===== src/rtl/acc_thr_pkg.sv =====
`timescale 1ns/1ps
package acc_thr_pkg;

   // lowest and highest valid level code (code k means k*10 percent)
   localparam int unsigned LVL_MIN   = 1;
   localparam int unsigned LVL_MAX   = 9;
   localparam int unsigned LVL_STEPS = 10;

   function automatic int unsigned gcd_u(input int unsigned a, input int unsigned b);
      int unsigned x;
      int unsigned y;
      int unsigned t;
      x = a;
      y = b;
      for (int i = 0; i < 16; i++) begin
         if (y != 0) begin
            t = x % y;
            x = y;
            y = t;
         end
      end
      return x;
   endfunction

   // reduced coefficient applied to the useless count
   function automatic int unsigned coef_useless(input int unsigned lvl);
      return lvl / gcd_u(lvl, LVL_STEPS - lvl);
   endfunction

   // reduced coefficient applied to the useful count
   function automatic int unsigned coef_useful(input int unsigned lvl);
      return (LVL_STEPS - lvl) / gcd_u(lvl, LVL_STEPS - lvl);
   endfunction

endpackage


===== src/rtl/acc_thr_scale.sv =====
`timescale 1ns/1ps
module acc_thr_scale #(
   parameter int unsigned IN_W  = 8,
   parameter int unsigned OUT_W = 12,
   parameter int unsigned COEF  = 1
) (
   input  logic [IN_W-1:0]  x,
   output logic [OUT_W-1:0] y
);

   logic [OUT_W-1:0] xw;
   assign xw = OUT_W'(x);

   generate
      if (OUT_W < IN_W + 4) begin : g_bad_w
         $error("acc_thr_scale: OUT_W must be at least IN_W+4");
      end

      case (COEF)
         1: begin : g_c1
            assign y = xw;
         end
         2: begin : g_c2
            assign y = xw << 1;
         end
         3: begin : g_c3
            assign y = (xw << 1) + xw;
         end
         4: begin : g_c4
            assign y = xw << 2;
         end
         7: begin : g_c7
            assign y = (xw << 3) - xw;
         end
         9: begin : g_c9
            assign y = (xw << 3) + xw;
         end
         default: begin : g_cbad
            $error("acc_thr_scale: unsupported coefficient");
            assign y = '0;
         end
      endcase
   endgenerate


   always_comb begin
      no_overflow_chk: assert (y >= xw);
   end

endmodule


===== src/rtl/acc_thr_lane.sv =====
`timescale 1ns/1ps
module acc_thr_lane
   import acc_thr_pkg::*;
#(
   parameter int unsigned CNT_W = 8,
   parameter int unsigned OUT_W = 12,
   parameter int unsigned LEVEL = 5
) (
   input  logic [CNT_W-1:0] useful_cnt,
   input  logic [CNT_W-1:0] useless_cnt,
   output logic             lane_below
);

   localparam int unsigned C_NEG = coef_useless(LEVEL);
   localparam int unsigned C_POS = coef_useful(LEVEL);

   logic [OUT_W-1:0] neg_side;
   logic [OUT_W-1:0] pos_side;

   generate
      if (LEVEL < LVL_MIN || LEVEL > LVL_MAX) begin : g_bad_lvl
         $error("acc_thr_lane: LEVEL out of range");
      end
   endgenerate

   acc_thr_scale #(.IN_W(CNT_W), .OUT_W(OUT_W), .COEF(C_NEG)) u_neg (
      .x (useless_cnt),
      .y (neg_side)
   );

   acc_thr_scale #(.IN_W(CNT_W), .OUT_W(OUT_W), .COEF(C_POS)) u_pos (
      .x (useful_cnt),
      .y (pos_side)
   );

   // strict compare: a tie means accuracy equals the level, so not below
   assign lane_below = neg_side > pos_side;

endmodule


===== src/rtl/acc_thr_cmp.sv =====
`timescale 1ns/1ps
module acc_thr_cmp
   import acc_thr_pkg::*;
#(
   parameter int unsigned CNT_W   = 8,
   parameter int unsigned SEL_W   = 4,
   parameter bit          REG_OUT = 1'b1
) (
   input  logic             clk,
   input  logic             rst_n,
   input  logic [7:0]       useful_cnt,
   input  logic [7:0]       useless_cnt,
   input  logic [3:0]       thr_sel,
   output logic             below_thr
);

   localparam int unsigned OUT_W = CNT_W + 4;

   logic [LVL_MAX:LVL_MIN] lane_hit;
   logic                   hit_c;
   logic                   sel_ok;

   generate
      if (CNT_W != 8) begin : g_bad_cnt
         $error("acc_thr_cmp: port widths fix CNT_W at 8");
      end
      if (SEL_W != 4) begin : g_bad_sel
         $error("acc_thr_cmp: port widths fix SEL_W at 4");
      end

      for (genvar lv = LVL_MIN; lv <= LVL_MAX; lv++) begin : g_lane
         acc_thr_lane #(.CNT_W(CNT_W), .OUT_W(OUT_W), .LEVEL(lv)) u_lane (
            .useful_cnt  (useful_cnt),
            .useless_cnt (useless_cnt),
            .lane_below  (lane_hit[lv])
         );
      end
   endgenerate

   assign sel_ok = (thr_sel >= SEL_W'(LVL_MIN)) && (thr_sel <= SEL_W'(LVL_MAX));

   always_comb begin
      hit_c = 1'b0;
      for (int i = LVL_MIN; i <= LVL_MAX; i++) begin
         if (thr_sel == SEL_W'(i)) hit_c = lane_hit[i];
      end
   end

   generate
      if (REG_OUT) begin : g_reg
         always_ff @(posedge clk or negedge rst_n) begin
            if (!rst_n) below_thr <= 1'b0;
            else        below_thr <= hit_c;
         end


         bad_sel_low_chk: assert property (@(posedge clk) disable iff (!rst_n)
            !sel_ok |=> !below_thr);


         zero_counts_low_chk: assert property (@(posedge clk) disable iff (!rst_n)
            (useful_cnt == '0 && useless_cnt == '0) |=> !below_thr);


         no_useless_low_chk: assert property (@(posedge clk) disable iff (!rst_n)
            (useless_cnt == '0) |=> !below_thr);


         no_useful_high_chk: assert property (@(posedge clk) disable iff (!rst_n)
            (sel_ok && useful_cnt == '0 && useless_cnt != '0) |=> below_thr);


         half_level_chk: assert property (@(posedge clk) disable iff (!rst_n)
            (thr_sel == SEL_W'(5)) |=> (below_thr == $past(useless_cnt > useful_cnt)));
      end else begin : g_comb
         assign below_thr = hit_c;
      end
   endgenerate

endmodule


===== config.mk =====
export PLATFORM = sky130hd
export DESIGN_NAME = acc_thr_cmp
export DESIGN_NICKNAME = d
export VERILOG_FILES = /design/src/rtl/acc_thr_pkg.sv /design/src/rtl/acc_thr_scale.sv /design/src/rtl/acc_thr_lane.sv /design/src/rtl/acc_thr_cmp.sv
export SDC_FILE = /design/constraint.sdc
export NUM_CORES = 1
export LEC_CHECK = 0
export CORE_MARGIN = 2
export CORE_UTILIZATION = 47
export CTS_BUF_LIST = sky130_fd_sc_hd__clkbuf_16
export DETAILED_ROUTE_END_ITERATION = 8
export GPL_ROUTABILITY_DRIVEN = 0
export PLACE_DENSITY = 0.7
export SLEW_MARGIN = 20
export SYNTH_ARGS = -nofsm -noshare
export SYNTH_HDL_FRONTEND = slang
export SYNTH_SLANG_ARGS = --single-unit

===== constraint.sdc =====
create_clock -name clk -period 0.8 [get_ports clk]
set_input_delay 0.16 -clock clk [delete_from_list [all_inputs] [get_ports clk]]
set_output_delay 0.16 -clock clk [all_outputs]
set_load 0.01 [all_outputs]

==> metrics.md, run 1 <==
| Metric | Value |
|---|---|
| DR iter-0 viols | `320` |
| Hold buffer count at cts | `0` |
| Reg area | `25.02 µm²` |
| Area occupied by multi-input gates | `0.003690 mm²` |
| Max reg flops | `1` |
| Post-DP HPWL | `9457 µm` |
| Async SR Flop Fraction | `1.000` |
| Core Region | `0.007176 mm²` |
| Post-route clock period utilization | `3.880` |
| Post-synth top area cell | `ha_1` |
| Tot GR Track Use | `0.3057` |
| # diodes | `0` |
| Largest net degree at the start of global routing | `14` |
| Final setup violation count | `1` |
| Setup crit start kind | `primary input` |
| PortBufs | `22` |
| Syn Area/Cell | `7.987 µm²` |
| Failing checks | `setup timing` |
| Slew Viols, Final | `0` |
| Post-synthesis cell area | `0.003458 mm²` |
| Via/cell ratio | `5.877` |
| Post-synthesis sequential element count | `1` |
| Synth area leaders | `ha_1 (39%), xnor2_1 (7.3%), a21oi_1 (5.1%)` |
| Vias in the first global route | `4214` |
| Total number of vias | `4126` |
| CP max FO | `5` |
| Worst slew pin tran | `0.4058 ns` |
| Die area | `0.008060 mm²` |
| Layout cell share with drive strength beyond 1 | `0.3947` |
| Setup crit end | `below_thr` |
| Synth top area share | `0.3907` |
| Hold Path Class | `primary input to asynchronous set/reset pin` |
| CP Data Arrival Time | `2.97 ns` |
| Crit path from | `useful_cnt[4]` |
| Routed WL | `13160 µm` |
| P per Cell Area | `883.7 mW/mm²` |
| Nets | `739` |
| Critical path type | `primary input to register` |
| Unrepaired setup endpoints after global routing | `true` |
| First-pass GRT wire length | `20450 µm` |
| Dpl ws | `-2.757 ns` |
| Status | `finished with violations` |
| Syn. warnings | `0` |
| Initial antenna violation count | `0` |
| Slew headroom | `0.7272` |
| Drc violations | `0` |
| First-pass DRT Iterations | `5` |
| Req. time, crit path | `0.66 ns` |
| Worst Setup End Kind | `register` |
| Cell variety after synth | `59` |
| Syn_nets | `567` |
| Largest Register | `below_thr` |
| WL/cell | `18.75 µm` |
| Die H | `89.78 µm` |
| Leak pwr | `2.614 nW` |
| Gr ovfl total | `0` |
| Top-Level Pins | `23` |
| Die width | `89.78 µm` |
| Clock-pin slew on the worst setup and hold paths | `0 ns` |
| Sequential element share of the synthesized area | `0.007236` |
| Layout fillers | `476` |
| Ys flop type | `dfrtp_1` |
| Top Registers | `below_thr (1)` |
| Max-Cap Viols | `0` |
| Post-synth EDFFs | `0` |
| Post-route minimum period | `3.104 ns` |
| Final worst slack | `-2.304 ns` |
| Synthesis-to-layout area growth | `56.19%` |
| Initial Util | `0.4820` |
| Maximum vdd drop | `500.9 µV` |
| FP Rows | `31` |
| Hold Fails Final Rpt | `0` |
| Maximum clock frequency | `322.2 MHz` |
| Antenna Nets Post-Route | `0` |
| Sum of negative setup slack | `-2.304 ns` |
| Post-Syn Instances | `433` |
==> worst min path at each step <==
stage	start	to	slack, ns	cells after the start
final	rst_n	below_thr	0.34	1
after detailed placement	rst_n	below_thr	0.34	1
after CTS	rst_n	below_thr	0.34	1
after global routing	rst_n	below_thr	0.34	1
after global placement	rst_n	below_thr	0.34	1
after floorplan	rst_n	below_thr	-0.14	0
==> area by class of cell <==
| type | instances | area share |
|---|---|---|
| tap | 99 | 0.02293 |
| sequential | 1 | 0.004633 |
| timing repair buffer | 174 | 0.2629 |
| inverter | 38 | 0.02641 |
| multi-input combinational | 390 | 0.6831 |
==> per-layer routing <==
metal,share of wire,global-route usage,up-vias
li1,-,-,1965
met1,0.42,0.3920,1934
met2,0.48,0.5556,171
met3,0.056,0.01341,56
met4,0.045,0.08974,0
met5,0,0,-
==> through the flow <==
step / hold WS, ns / cells / power [mW] / utilization / instance area, µm²
after floorplan: -0.1356 / 433 / 2.356 / - / 3470
after CTS: 0.3403 / 696 / 4.338 / 0.7203 / 5169
after detailed placement: 0.3380 / 678 / 3.983 / 0.6643 / 4767
final: 0.3365 / 702 / 4.773 / 0.7527 / 5401
after global placement: 0.3390 / 678 / 3.840 / 0.6643 / 4767
after global routing: 0.3444 / 702 / 5.225 / 0.7527 / 5401
==> Yosys cell counts (6+ instances only) <==
master	n
a21o_1	20
a21oi_1	35
ha_1	108
inv_1	34
nand2_1	14
nand2b_1	8
nand3_1	7
nand4_1	13
nor2_1	23
nor2b_1	12
nor3_1	11
o21a_1	6
o21ai_0	15
o21ai_1	6
o21bai_1	7
xnor2_1	29
xor2_1	9
==> where the power goes <==
group	internal (mW)	leakage (nW)	switching [mW]
Sequential	0.0597	0.0128	0.00548
Combinational	2.39	2.60	2.31
Clock	0	0	0
==> placed cells by master (no fill, tap or decap), drive strengths merged, types with 8 or more instances in the layout <==
cell           count
buf              156
ha               108
inv               38
a21oi             36
xnor2             29
nor2              23
o21ai             21
a21o              20
nand2             14
nand4             13
nor2b             12
nor3              11
xor2               9
clkdlybuf4s50      9
nand2b             8
==> repair_timing <==
| action | 4_1_cts | 5_1_grt |
|---|---|---|
| pin swaps | 46 | 47 |
| setup buffers | 18 | 6 |
| gates resized for setup | 83 | 44 |
| endpoints found under the setup margin | 2 | 1 |
==> cells by family (layout without fill, tap and decap cells) <==
| logic type | count (synthesis) | count (layout) | share of synthesized area |
|---|---|---|---|
| AOI/OAI and AO/OA | 128 | 128 | 0.2543 |
| adders and majority gates | 114 | 114 | 0.4197 |
| and+or+nand+nor | 107 | 107 | 0.1664 |
| buffers and inverters | 42 | 212 | 0.04703 |
| xor gates and xnor gates | 38 | 38 | 0.09624 |
| muxes | 3 | 3 | 0.009045 |
| DFF | 1 | 1 | 0.007235 |
==> worst max-delay path, stage by stage <==
cell and delay, ns:
clkdlybuf4s15_1 0.19, buf_6 0.13, buf_12 0.13, ha_4 0.28
o21ai_2 0.06, o21a_1 0.18, o21bai_1 0.19, a21oi_1 0.11
xnor2_1 0.17, ha_1 0.33, nand4_1 0.13, nor3_2 0.18
nor3_2 0.07, maj3_2 0.29, nand2b_4 0.15, a21oi_4 0.15
a211oi_2 0.05
No activity file was read; power rests on OpenSTA's default activity.
==> run 2: changes to the inputs <==
- MAX_ROUTING_LAYER: not set -> met4
- PLACE_DENSITY: 0.7 -> 0.68
- clock period: 0.8 -> 2.9 ns (I/O delays scaled with it)
==> run 2 against run 1 <==
Compared with the run above:
- the run still ends with setup timing left
- global-route usage grew 0.37 points
- worst setup slack gained 1.7 ns
- utilization shrank 4.0 points
- flip-flop and latch count is the same
- die area is the same
- power shrank 74%
- first-iteration DRC count shrank 24%
- combinational power shrank 74%
- sequential share of layout area is essentially flat
- final area shrank 5.4%
- final cell count shrank 2.1%
- hold slack gained 0.41 ns
- largest cell class unchanged
==> metrics.md, run 2 (same netlist as run 1, synthesis figures left out) <==
| Metric | Value |
|---|---|
| Total number of vias | `3984` |
| Clock-pin slew on the worst setup and hold paths | `0 ns` |
| Max-Cap Viols | `0` |
| Hold WS | `0.7458 ns` |
| # diodes | `0` |
| Most common cell after layout, fill and taps aside | `buf_4` |
| First-pass GRT wire length | `19980 µm` |
| Top-Level Pins | `23` |
| Reg power frac | `0.014` |
| Setup crit end | `below_thr` |
| Unrepaired setup endpoints after global routing | `true` |
| Sw frac | `0.4892` |
| Util after Layout | `0.7125` |
| Cell Area, Placed | `0.004702 mm²` |
| Core Region | `0.007176 mm²` |
| Max reg flops | `1` |
| Status | `finished with violations` |
| Maximum vdd drop | `124.1 µV` |
| Failing checks | `setup timing` |
| Top Registers | `below_thr (1)` |
| Final worst slack | `-0.5698 ns` |
| Largest Register | `below_thr` |
| Gate power share | `0.986` |
| PortBufs | `22` |
| Largest net degree at the start of global routing | `12` |
| Final setup violation count | `1` |
| Crit-path cells | `buf_2 -> buf_6 -> buf_4 -> buf_4 -> buf_4 -> nand3b_1 -> a211oi_2 -> a21o_1 -> a21oi_1 -> xnor2_1 -> ha_1 -> o21a_1 -> nor2_1 -> nor3_1 -> o211ai_1 -> o211ai_2 -> a21oi_2 -> a211oi_2` |
| Crit-path slowest cell | `ha_1` |
| Maximum clock frequency | `288.2 MHz` |
| Via/cell ratio | `5.799` |
| Synthesis-to-layout area growth | `47.83%` |
| Hold Path Class | `primary input to asynchronous set/reset pin` |
| Req. time, crit path | `2.81 ns` |
| Crit path from | `useful_cnt[2]` |
| Slew Viols, Final | `0` |
| FP Rows | `31` |
| Nets | `724` |
| DR iter-0 viols | `244` |
| Drc violations | `0` |
| Layout cell share with drive strength beyond 1 | `0.3554` |
| Pint | `636.8 µW` |
| Die area | `0.008060 mm²` |
| Clock network power share | `0` |
| Sw power | `609.9 µW` |
| Worst slew pin tran | `0.4204 ns` |
| Vias in the first global route | `4081` |
| CP top delay family | `compound AO/OA/AOI/OAI gates` |
| CP Data Arrival Time | `3.38 ns` |
| Post-route minimum period | `3.470 ns` |
| Gr ovfl total | `0` |
| Hold Fails Final Rpt | `0` |
| Post-route clock period utilization | `1.196` |
| Die width | `89.78 µm` |
| Crit path top cell by count | `buf_4` |
| Leak pwr | `2.504 nW` |
| Critical path type | `primary input to register` |
| Routed WL | `12700 µm` |
| Worst path bufs/invs | `5` |
| Initial antenna violation count | `0` |
| Most frequent cells in the layout | `buf_4 (128), ha_1 (93), inv_1 (30)` |
| Tot GR Track Use | `0.3094` |
| Setup crit start kind | `primary input` |
| Worst path max stage delay | `0.32 ns` |
| Antenna Nets Post-Route | `0` |
| Die H | `89.78 µm` |
| First-pass DRT Iterations | `4` |
| Initial Util | `0.4820` |
| Hold buffer count at cts | `0` |
| WL/cell | `18.49 µm` |
| Worst Setup End Kind | `register` |
| P per Cell Area | `243.9 mW/mm²` |
| Crit path depth | `18` |
| Design area | `0.005112 mm²` |
| Post-DP HPWL | `9940 µm` |
| Slew headroom | `0.7173` |
| CP max FO | `4` |
## run 2: worst min path at each step
stage           endpoint  slack, ns
5_1_grt        below_thr       0.76
2_1_floorplan  below_thr       0.28
6_report       below_thr       0.75
4_1_cts        below_thr       0.74
3_3_place_gp   below_thr       0.75
3_5_place_dp   below_thr       0.74
## run 2: power by group through the flow
stage / combinational, mW / clock [mW] / sequential (mW)
detailed placement: 1.08 / 0 / 0.0173
finish: 1.23 / 0 / 0.0177
floorplan: 0.632 / 0 / 0.0182
CTS: 1.15 / 0 / 0.0173
global route: 1.34 / 0 / 0.0179
global placement: 1.04 / 0 / 0.0175
## run 2: through the flow
stage	setup TNS (ns)	power [mW]	cells	worst slack [ns]
after floorplan	-0.2669	0.6500	433	-0.2669
after global placement	-0.9002	1.060	671	-0.9002
after detailed placement	-1.017	1.097	671	-1.017
after CTS	-0.6118	1.168	682	-0.6118
after global routing	-0.7250	1.360	687	-0.7250
final	-0.5698	1.247	687	-0.5698
## run 2: timing repair
item,4_1_cts,5_1_grt
buffers inserted,11,5
setup endpoints to repair,1,1
pin swaps,32,40
gates resized for setup,74,28
cloned,0,0
## run 2: layout make-up
cell class                      count  area [µm²]
Inverter                           38       142.6
Tap cell                           99       123.9
Fill cell                         587        2063
Sequential cell                     1       25.02
Timing Repair Buffer              159        1249
Multi-Input combinational cell    390        3572
## run 2: routing by layer
| metal | track usage | up-vias | wire length, µm |
|---|---|---|---|
| met5 | - | - | 0 |
| met3 | 0.02766 | 33 | 740 |
| met4 | 0.06026 | 0 | 364 |
| met1 | 0.3684 | 1919 | 5160 |
| met2 | 0.5713 | 110 | 6437 |
| li1 | - | 1922 | - |
